[config.mk]
export PLATFORM = sky130hd
export DESIGN_NAME = byte_alu
export DESIGN_NICKNAME = d
export VERILOG_FILES = /design/src/rtl/byte_alu_pkg.sv /design/src/rtl/byte_alu_addsub.sv /design/src/rtl/byte_alu_misc.sv /design/src/rtl/byte_alu_flags.sv /design/src/rtl/byte_alu.sv
export SDC_FILE = /design/constraint.sdc
export NUM_CORES = 1
export LEC_CHECK = 0
export ABC_CLOCK_PERIOD_IN_PS = 5300
export BUFFER_PORTS_ARGS = -buffer_cell sky130_fd_sc_hd__buf_4
export CORE_ASPECT_RATIO = 0.8
export CORE_MARGIN = 8
export CORE_UTILIZATION = 54
export CTS_BUF_LIST = sky130_fd_sc_hd__clkbuf_4
export DETAILED_ROUTE_END_ITERATION = 8
export PLACE_DENSITY = 0.9
export SETUP_SLACK_MARGIN = 0.05
export SYNTH_ARGS = -nofsm -noshare
export SYNTH_HDL_FRONTEND = slang
export SYNTH_HIERARCHICAL = 1
export SYNTH_SLANG_ARGS = --single-unit
[constraint.sdc]
create_clock -name clk_i -period 5.3 [get_ports clk_i]
set_clock_uncertainty 0.15 [all_clocks]
set_input_delay 1.325 -clock clk_i [delete_from_list [all_inputs] [get_ports clk_i]]
set_output_delay 1.325 -clock clk_i [all_outputs]
set_load 0.02 [all_outputs]
[src/rtl/byte_alu_pkg.sv]
package byte_alu_pkg;
  localparam int NFLAG = 6;
  localparam int FC = 0;
  localparam int FZ = 1;
  localparam int FN = 2;
  localparam int FV = 3;
  localparam int FS = 4;
  localparam int FH = 5;

  typedef enum logic [4:0] {
    OP_ADD  = 5'd0,  OP_ADC  = 5'd1,  OP_SUB  = 5'd2,  OP_SBC  = 5'd3,
    OP_CMP  = 5'd4,  OP_CMPC = 5'd5,  OP_AND  = 5'd6,  OP_OR   = 5'd7,
    OP_XOR  = 5'd8,  OP_INV  = 5'd9,  OP_NEG  = 5'd10, OP_INC  = 5'd11,
    OP_DEC  = 5'd12, OP_SHL  = 5'd13, OP_SHR  = 5'd14, OP_SAR  = 5'd15,
    OP_RCL  = 5'd16, OP_RCR  = 5'd17, OP_SWAP = 5'd18, OP_SET  = 5'd19
  } alu_op_e;

  // flags each operation is allowed to touch
  function automatic logic [NFLAG-1:0] op_mask(alu_op_e op);
    case (op)
      OP_ADD, OP_ADC, OP_SUB, OP_SBC, OP_CMP, OP_CMPC, OP_NEG: op_mask = 6'h3F;
      OP_AND, OP_OR, OP_XOR, OP_INC, OP_DEC:                   op_mask = 6'h1E;
      OP_INV, OP_SHL, OP_SHR, OP_SAR, OP_RCL, OP_RCR:          op_mask = 6'h1F;
      default:                                                 op_mask = 6'h00;
    endcase
  endfunction

  function automatic logic op_arith(alu_op_e op);
    op_arith = (op inside {OP_ADD, OP_ADC, OP_SUB, OP_SBC, OP_CMP, OP_CMPC, OP_NEG});
  endfunction

  function automatic logic op_sub(alu_op_e op);
    op_sub = (op inside {OP_SUB, OP_SBC, OP_CMP, OP_CMPC, OP_NEG});
  endfunction

  function automatic logic op_carry_in(alu_op_e op);
    op_carry_in = (op inside {OP_ADC, OP_SBC, OP_CMPC});
  endfunction

  function automatic logic op_chain_z(alu_op_e op);
    op_chain_z = (op inside {OP_SBC, OP_CMPC});
  endfunction

  function automatic logic op_writes(alu_op_e op);
    op_writes = (op <= OP_SET) && !(op inside {OP_CMP, OP_CMPC});
  endfunction
endpackage

[src/rtl/byte_alu_addsub.sv]
module byte_alu_addsub #(
  parameter int DW = 8
) (
  input  logic [DW-1:0] a_i,
  input  logic [DW-1:0] b_i,
  input  logic          cin_i,
  input  logic          sub_i,
  output logic [DW-1:0] r_o,
  output logic          c_o,
  output logic          h_o,
  output logic          v_o
);
  localparam int HW  = DW / 2;
  localparam int MSB = DW - 1;

  logic [DW-1:0] b_eff;
  logic          k_eff;
  logic [DW:0]   full;
  logic [HW:0]   low;

  // subtraction as a + ~b + ~borrow; carries invert into borrows
  assign b_eff = sub_i ? ~b_i : b_i;
  assign k_eff = sub_i ? ~cin_i : cin_i;
  assign full  = {1'b0, a_i} + {1'b0, b_eff} + {{DW{1'b0}}, k_eff};
  assign low   = {1'b0, a_i[HW-1:0]} + {1'b0, b_eff[HW-1:0]} + {{HW{1'b0}}, k_eff};

  assign r_o = full[DW-1:0];
  assign c_o = full[DW] ^ sub_i;
  assign h_o = low[HW] ^ sub_i;
  assign v_o = (a_i[MSB] == b_eff[MSB]) && (full[MSB] != a_i[MSB]);
endmodule

[src/rtl/byte_alu_misc.sv]
module byte_alu_misc
  import byte_alu_pkg::*;
#(
  parameter int DW = 8
) (
  input  alu_op_e       op_i,
  input  logic [DW-1:0] a_i,
  input  logic [DW-1:0] b_i,
  input  logic          cin_i,
  output logic [DW-1:0] r_o,
  output logic          c_o,
  output logic          v_o
);
  localparam int HW  = DW / 2;
  localparam int MSB = DW - 1;
  localparam logic [DW-1:0] MAX_POS = {1'b0, {(DW-1){1'b1}}};
  localparam logic [DW-1:0] MIN_NEG = {1'b1, {(DW-1){1'b0}}};

  logic shv;

  always_comb begin
    r_o = a_i;
    c_o = cin_i;
    shv = 1'b1;
    case (op_i)
      OP_AND:  r_o = a_i & b_i;
      OP_OR:   r_o = a_i | b_i;
      OP_XOR:  r_o = a_i ^ b_i;
      OP_INV:  begin r_o = ~a_i; c_o = 1'b1; end
      OP_INC:  r_o = a_i + 1'b1;
      OP_DEC:  r_o = a_i - 1'b1;
      OP_SHL:  begin r_o = {a_i[MSB-1:0], 1'b0};  c_o = a_i[MSB]; end
      OP_SHR:  begin r_o = {1'b0, a_i[MSB:1]};    c_o = a_i[0]; end
      OP_SAR:  begin r_o = {a_i[MSB], a_i[MSB:1]}; c_o = a_i[0]; end
      OP_RCL:  begin r_o = {a_i[MSB-1:0], cin_i}; c_o = a_i[MSB]; end
      OP_RCR:  begin r_o = {cin_i, a_i[MSB:1]};   c_o = a_i[0]; end
      OP_SWAP: r_o = {a_i[HW-1:0], a_i[DW-1:HW]};
      OP_SET:  r_o = {DW{1'b1}};
      default: shv = 1'b0;
    endcase
  end

  always_comb begin
    case (op_i)
      OP_INC:                                 v_o = (a_i == MAX_POS);
      OP_DEC:                                 v_o = (a_i == MIN_NEG);
      OP_SHL, OP_SHR, OP_SAR, OP_RCL, OP_RCR: v_o = r_o[MSB] ^ c_o;
      default:                                v_o = 1'b0;
    endcase
  end

  logic unused_shv;
  assign unused_shv = shv;
endmodule

[src/rtl/byte_alu_flags.sv]
module byte_alu_flags #(
  parameter int NF = 6
) (
  input  logic          clk_i,
  input  logic          rst_ni,
  input  logic          en_i,
  input  logic [NF-1:0] mask_i,
  input  logic [NF-1:0] nxt_i,
  output logic [NF-1:0] q_o
);
  logic [NF-1:0] q;

  for (genvar i = 0; i < NF; i++) begin : g_bit
    always_ff @(posedge clk_i or negedge rst_ni) begin
      if (!rst_ni)                 q[i] <= 1'b0;
      else if (en_i && mask_i[i])  q[i] <= nxt_i[i];
    end
  end

  assign q_o = q;
endmodule

[src/rtl/byte_alu.sv]
module byte_alu
  import byte_alu_pkg::*;
#(
  parameter int DW = 8
) (
  input  logic            clk_i,
  input  logic            rst_ni,
  input  logic            en_i,
  input  logic [4:0]      op_i,
  input  logic [DW-1:0]   a_i,
  input  logic [DW-1:0]   b_i,
  output logic [DW-1:0]   res_o,
  output logic            wr_o,
  output logic [NFLAG-1:0] flags_o
);
  localparam int MSB = DW - 1;

  alu_op_e          op;
  logic [NFLAG-1:0] flags_q;
  logic [NFLAG-1:0] flags_nxt;
  logic [DW-1:0]    ar_a, ar_b, ar_r, mi_r;
  logic             ar_cin, ar_c, ar_h, ar_v;
  logic             mi_c, mi_v;
  logic             is_ar, z_raw;

  assign op    = alu_op_e'(op_i);
  assign is_ar = op_arith(op);

  // negate reuses the subtractor as 0 - a
  assign ar_a   = (op == OP_NEG) ? '0  : a_i;
  assign ar_b   = (op == OP_NEG) ? a_i : b_i;
  assign ar_cin = op_carry_in(op) & flags_q[FC];

  byte_alu_addsub #(.DW(DW)) u_addsub (
    .a_i   (ar_a),
    .b_i   (ar_b),
    .cin_i (ar_cin),
    .sub_i (op_sub(op)),
    .r_o   (ar_r),
    .c_o   (ar_c),
    .h_o   (ar_h),
    .v_o   (ar_v)
  );

  byte_alu_misc #(.DW(DW)) u_misc (
    .op_i  (op),
    .a_i   (a_i),
    .b_i   (b_i),
    .cin_i (flags_q[FC]),
    .r_o   (mi_r),
    .c_o   (mi_c),
    .v_o   (mi_v)
  );

  assign res_o = is_ar ? ar_r : mi_r;
  assign z_raw = (res_o == '0);

  always_comb begin
    flags_nxt[FC] = is_ar ? ar_c : mi_c;
    flags_nxt[FV] = is_ar ? ar_v : mi_v;
    flags_nxt[FN] = res_o[MSB];
    flags_nxt[FZ] = op_chain_z(op) ? (z_raw & flags_q[FZ]) : z_raw;
    flags_nxt[FS] = flags_nxt[FN] ^ flags_nxt[FV];
    flags_nxt[FH] = ar_h;
  end

  byte_alu_flags #(.NF(NFLAG)) u_flags (
    .clk_i  (clk_i),
    .rst_ni (rst_ni),
    .en_i   (en_i),
    .mask_i (op_mask(op)),
    .nxt_i  (flags_nxt),
    .q_o    (flags_q)
  );

  assign wr_o    = en_i & op_writes(op);
  assign flags_o = flags_q;
endmodule

---- After elaboration in Yosys (flattened, before gate mapping) ----
Memory sizes are Yosys's and may differ from the RTL's.
Cells that the tools add are included.
cells by class
  add/sub/neg operators ................... 6
  order comparisons ....................... 1
  equal/unequal tests ..................... 23
  multiplexer cells ....................... 11
  bitwise operators ....................... 13
  reduce and logical (&&, ||, !) cells .... 19
operators by type and width
  kind                                                   count
  one-hot mux 8 bit (13 select lines)                    1
  == test 5 x 4 -> 1 bit, second input constant          8
  2-to-1 mux 8 bit                                       4
  == test 5 x 3 -> 1 bit, second input constant          4
  == test 5 bit, second input constant                   4
  NOT 8 bit                                              2
  == test 5 x 2 -> 1 bit, second input constant          2
  adder 8 x 8 -> 9 bit                                   1
  adder 9 x 1 -> 9 bit                                   1
  adder 8 x 1 -> 8 bit, second input constant            1
  AND 8 bit                                              1
  == test 8 x 7 -> 1 bit, second input constant          1
  == test 8 bit, second input constant                   1
  logical AND 1 bit                                      8
  logical NOT 8 bit                                      1
  OR 8 bit                                               1
  subtractor 8 x 1 -> 8 bit, second input constant       1
  bitwise XOR 8 bit                                      1
  nonzero test 7 bit                                     1
  one-hot mux 1 bit (3 select lines)                     2
  adder 4 x 4 -> 5 bit                                   1
  adder 5 x 1 -> 5 bit                                   1
  == test 5 x 1 -> 1 bit, second input constant          1
  less-or-equal comparator 5 bit, second input constant  1
  14 further kinds                                       23
word-level totals
  flip-flop bits (word level) ............. 6
  bits in read-only memories .............. 192
  input bits .............................. 24
  output and inout bits ................... 15
  word-level logic and storage cells ...... 80
  memories kept ........................... 1
memory list
  memory           words  width  rd ports  clocked after Yosys merged registers in  wr ports  line                source
  (no name shown)  32     6      1         0                                        0         byte_alu_pkg.sv:20  case (op)

---- Longest topological paths before layout ----
  depth in word-level cells ............... 10
  depth in mapped cells ................... 16
  gate-level depth less buffers ........... 15

---- Cells and area by module ----
Netlist, hierarchy kept.
by module, submodules not included
  module           times used  cells each  area each (um^2)  seq. area each (um^2)
  byte_alu_misc    1           181         1265.0            0.0
  byte_alu         1           77          629.4             0.0
  byte_alu_addsub  1           50          424.2             0.0
  byte_alu_flags   1           18          262.8             150.1

---- Least setup slack after synthesis ----
No wires, ideal clock.
  path kind ............................... input-to-output
  from .................................... input op_i[0]
  to ...................................... output res_o[6]
  arrival time ............................ 4.116 ns
  required time ........................... 3.825 ns
  setup slack ............................. -0.291 ns
  stages on the path ...................... 13
  path buffers ............................ 1
  cell sequence ........................... ha_1 nor2b_1 o21ai_1 o21ai_0 buf_2 xor2_1 fa_1 fa_1 a211oi_1 o21bai_1 a21oi_1 xnor2_1 mux2_4
on the way
  cells in the longest elaborated chain, start to end .. 7
  elaborated cells on any way between the ends .. 34
  classes of those cells .................. add/sub: 2; eq/ne: 19; mux: 6; bitwise: 3; reduce/logical: 4
ends and longest elaborated chain
  element                                                          line                                                source
  start: declaration                                               byte_alu.sv:9                                       input logic [4:0] op_i,
  == test 5 x 4 -> 1 bit, or another cell as far along             byte_alu_pkg.sv:33, byte_alu.sv:30, byte_alu.sv:31
  2-to-1 mux 8 bit / nonzero test 3 bit (equally long branches)    byte_alu.sv:31, byte_alu_pkg.sv:37
  NOT 8 bit / AND 1 bit (equally long branches)                    byte_alu_addsub.sv:22, byte_alu.sv:32
  2-to-1 mux 8 bit / NOT 1 bit (equally long branches)             byte_alu_addsub.sv:22, byte_alu_addsub.sv:23
  adder 8 x 8 -> 9 bit / 2-to-1 mux 1 bit (equally long branches)  byte_alu_addsub.sv:24, byte_alu_addsub.sv:23
  adder 9 x 1 -> 9 bit *                                           byte_alu_addsub.sv:24                               assign full = {1'b0, a_i} + {1'b0, b_eff} + {{DW{1'b0}}, k_eff};
  via ar_r[6]                                                      byte_alu.sv:21                                      logic [DW-1:0] ar_a, ar_b, ar_r, mi_r;
  2-to-1 mux 8 bit *                                               byte_alu.sv:55                                      assign res_o = is_ar ? ar_r : mi_r;
  end: declaration                                                 byte_alu.sv:12                                      output logic [DW-1:0] res_o,
The timed path passes the listed nets; every way through them passes the cells marked *.

---- Worst setup path in the final report ----
  from .................................... input op_i[1]
  to ...................................... output res_o[6]
Same word-level chain as after synthesis.

==> parameters.txt <==
Parameter                              Value

Place
  Weighted congestion at the end of routability-driven global placement    0.995
  Number of buffers added on ports    38
  Placed Cells incl. Taps    456
  Half-perimeter wire length after placement    roughly 6.5 mm

Min path
  Hold/Removal Path Class    flop to flop
  Source of the worst hold timing path    u_flags/q_o[3]$_DFFE_PN0P_

Drt
  Initial drt markers    around 450
  First drt pass iteration count    6
  Vias after detailed routing    ~3300
  Average detailed-routed wire length per instance    22.1 µm
  Routed wire length    10.5 mm
  Via-per-instance ratio    6.85
  Remaining routing DRC violations    0
  Routed Antenna Nets    0

Timing
  Max-slew headroom    40.3%
  Max Slew Vio Count    0
  Setup violations, final    5
  Final worst slack    -0.349 ns
  Highest Clock Rate    between 0.15 and 0.2 GHz
  Final period demand of the worst path    5.65 ns
  Period utilization    107%
  Hold Violations, Final    0
  Slew at the pin closest to its max-slew limit    0.889 ns
  Minimum hold slack    0.375 ns
  Setup repair after global routing missed its margin    yes

Final layout
  Antenna Diode Count    0
  Layout overhead on the synthesized area    42.6%
  Proportion of layout cells with a drive suffix above 1    42.7%
  Max FFs per register    6
  Final std cells w/o fill    roughly 480
  Final layout net count    479

Setup path
  CP startpoint    op_i[1]
  Highest fanout seen on the critical path    5
  Worst path arrival time    4.17 ns
  Critical path startpoint category    input pin
  Crit path capture type    primary output
  Start-to-end type of the worst setup path    input pin to primary output
  Startpoint of the worst register-to-register path    u_flags/q_o[0]$_DFFE_PN0P_
  Data required time at the worst endpoint    approximately 3.8 ns
  Register-to-register setup slack    between 1.5 and 2 ns

Synthesis
  Post-synthesis cell area    between 2000 and 3000 µm²
  Area fraction of the dominant cell type after synthesis    16.0%
  Async set-or-reset flop fraction in the synthesized netlist    100%
  Gate Count Post-Synth    between 300 and 400
  Sequential share of the synthesized area    5.82%
  Number of enable flip-flop cells after synthesis    0
  Top cells by area, synth    sky130_fd_sc_hd__ha_1, sky130_fd_sc_hd__mux2_4, sky130_fd_sc_hd__dfrtp_1
  Most numerous cell in the Yosys netlist    sky130_fd_sc_hd__ha_1
  Net count after synthesis    approximately 390
  Synth unique cells    64
  Flip-flop and latch count after synthesis    6
  Commonest cells post-synth    sky130_fd_sc_hd__ha_1, sky130_fd_sc_hd__nand2_1, sky130_fd_sc_hd__inv_1
  Most common flop cell mapped by yosys    sky130_fd_sc_hd__dfrtp_1
  Area leader, netlist    sky130_fd_sc_hd__ha_1
  Mean post-synth cell area    7.92 µm²
  Total of warnings raised by yosys    6

Pwr
  LEAKAGE    0.00174 µW
  Total power draw    647 µW
  Maximum resistive drop on vdd    0.177 mV
  Pwr/cell area    roughly 180 nW/µm²

CTS
  Sink count of the clock tree    6
  Post-cts hold buffer count    0
  CTS buffer count    3
  Insertion delay to the later sink of the worst-skew pair    roughly 0.25 ns
  CTS HTree Levels    1
  Cell at the root of the clock tree    sky130_fd_sc_hd__clkbuf_4
  Maximum number of buffers from clock root to sink    2
  Clock tree from TritonCTS    done
  Clock-pin slew reported for the worst setup and hold paths after clock tree synthesis    about 0.04 ns

Floorplan
  Count of pins on the block boundary    39
  Core footprint    about 4600 µm²
  Initial core utilization    a little under three fifths
  Die Y    77.8 µm
  Die boundary width    93.3 µm
  Die Outline Area    ~7300 µm²
  Number of placement rows    22

Status
  Run status    finished with violations
  Failing checks    setup timing

GRT
  Antenna violations before repair    0
  Global-route wire length before repair    14.9 mm
  Overflow left after global routing    0
  Via count of the first global-routing pass    about 3100
  Pin count of the biggest net entering global routing    16
  Total track usage    approximately a quarter

Run
  # Max-Cap Violations    0
per-stage QoR:
stage	TNS, ns	utilization [%]	instance area (µm²)	worst slack, ns
after CTS	-0.445	77.0	3540	-0.225
after floorplan	-0.0725	-	2640	-0.0725
after global placement	-0.944	70.9	3260	-0.305
after global routing	-1.24	80.0	3680	-0.405
after detailed placement	-1.56	70.9	3260	-0.401
final	-0.955	80.0	3680	-0.349
report_power, final:
| group | internal [µW] | total (µW) | switching [µW] |
|---|---|---|---|
| combinational | 266 | 529 | 263 |
| clock | 25.7 | 43.7 | 18.0 |
| sequential | 59.6 | 74.4 | 14.8 |
critical path, stage by stage:
cell                       delay (ns)
sky130_fd_sc_hd__buf_6           0.10
sky130_fd_sc_hd__inv_1           0.06
sky130_fd_sc_hd__ha_1            0.22
sky130_fd_sc_hd__o21ai_2         0.27
sky130_fd_sc_hd__o21ai_4         0.14
sky130_fd_sc_hd__xor2_2          0.18
sky130_fd_sc_hd__fa_2            0.41
sky130_fd_sc_hd__fa_2            0.42
sky130_fd_sc_hd__a211oi_2        0.28
sky130_fd_sc_hd__o21bai_1        0.11
sky130_fd_sc_hd__a21oi_2         0.16
sky130_fd_sc_hd__xnor2_1         0.10
sky130_fd_sc_hd__mux2_4          0.27
sky130_fd_sc_hd__buf_6           0.13
timing repair:
action                     in CTS  in global routing
pin swaps                      25                 22
buffers inserted               11                  9
resized for setup              38                 18
setup endpoints to repair       6                  6
per-layer routing:
layer,vias to the layer above,part of all wire [%],track usage [%]
met1,1493,37,29.6
met3,106,11,4.90
met2,298,45,41.9
met5,-,0,0
li1,1372,-,-
met4,0,7.4,9.95
path summary, 6_finish.rpt:
path	to	cells after the start
max	res_o[6]	14
max in group asynchronous	u_flags/q_o[5]$_DFFE_PN0P_	1
min in group asynchronous	u_flags/q_o[1]$_DFFE_PN0P_	1
min	u_flags/q_o[3]$_DFFE_PN0P_	1
min reg2reg	u_flags/q_o[3]$_DFFE_PN0P_	1
max reg2reg	u_flags/q_o[1]$_DFFE_PN0P_	14
logic make-up after synthesis:
logic type,count (synthesis),synth area share [%]
simple gates,98,20.4
compound gates,92,24.6
flops,6,5.82
xor+xnor,24,8.14
fa+ha+maj,36,18.3
buf+inv,40,7.56
mux,30,15.2
placed cells by master (no fill, tap or decap), types with 3 or more instances in the layout:
master and count:
sky130_fd_sc_hd__nor2_2 4, sky130_fd_sc_hd__o21ai_2 3, sky130_fd_sc_hd__mux2_4 19, sky130_fd_sc_hd__nand2_1 27, sky130_fd_sc_hd__o21ai_1 4, sky130_fd_sc_hd__o211ai_1 3, sky130_fd_sc_hd__a21o_1 4, sky130_fd_sc_hd__nor2b_1 12
sky130_fd_sc_hd__a21boi_0 3, sky130_fd_sc_hd__a22oi_1 6, sky130_fd_sc_hd__a221oi_1 4, sky130_fd_sc_hd__xor2_1 6, sky130_fd_sc_hd__a21oi_2 5, sky130_fd_sc_hd__a31oi_1 5, sky130_fd_sc_hd__buf_6 8, sky130_fd_sc_hd__o22a_1 3
sky130_fd_sc_hd__xnor2_1 12, sky130_fd_sc_hd__inv_1 21, sky130_fd_sc_hd__mux2i_1 5, sky130_fd_sc_hd__mux2_2 6, sky130_fd_sc_hd__nand3_1 5, sky130_fd_sc_hd__nor2_1 17, sky130_fd_sc_hd__a21oi_1 14, sky130_fd_sc_hd__clkbuf_4 3
sky130_fd_sc_hd__ha_1 28, sky130_fd_sc_hd__dfrtp_1 6, sky130_fd_sc_hd__o21bai_1 3, sky130_fd_sc_hd__nand2b_1 4, sky130_fd_sc_hd__buf_4 96, sky130_fd_sc_hd__ha_4 5, sky130_fd_sc_hd__xor2_2 3, sky130_fd_sc_hd__o21ai_0 9
sky130_fd_sc_hd__nor4_1 5
area by class of cell:
| type | instances | area [µm²] |
|---|---|---|
| multi-input combinational | 280 | 2490 |
| fill | 277 | 917 |
| timing repair buffer | 106 | 846 |
| sequential | 6 | 150 |
| inverter | 22 | 95.1 |
| tap | 60 | 75.1 |
| clock buffer | 3 | 22.5 |
(Power assumes the default switching activity.)
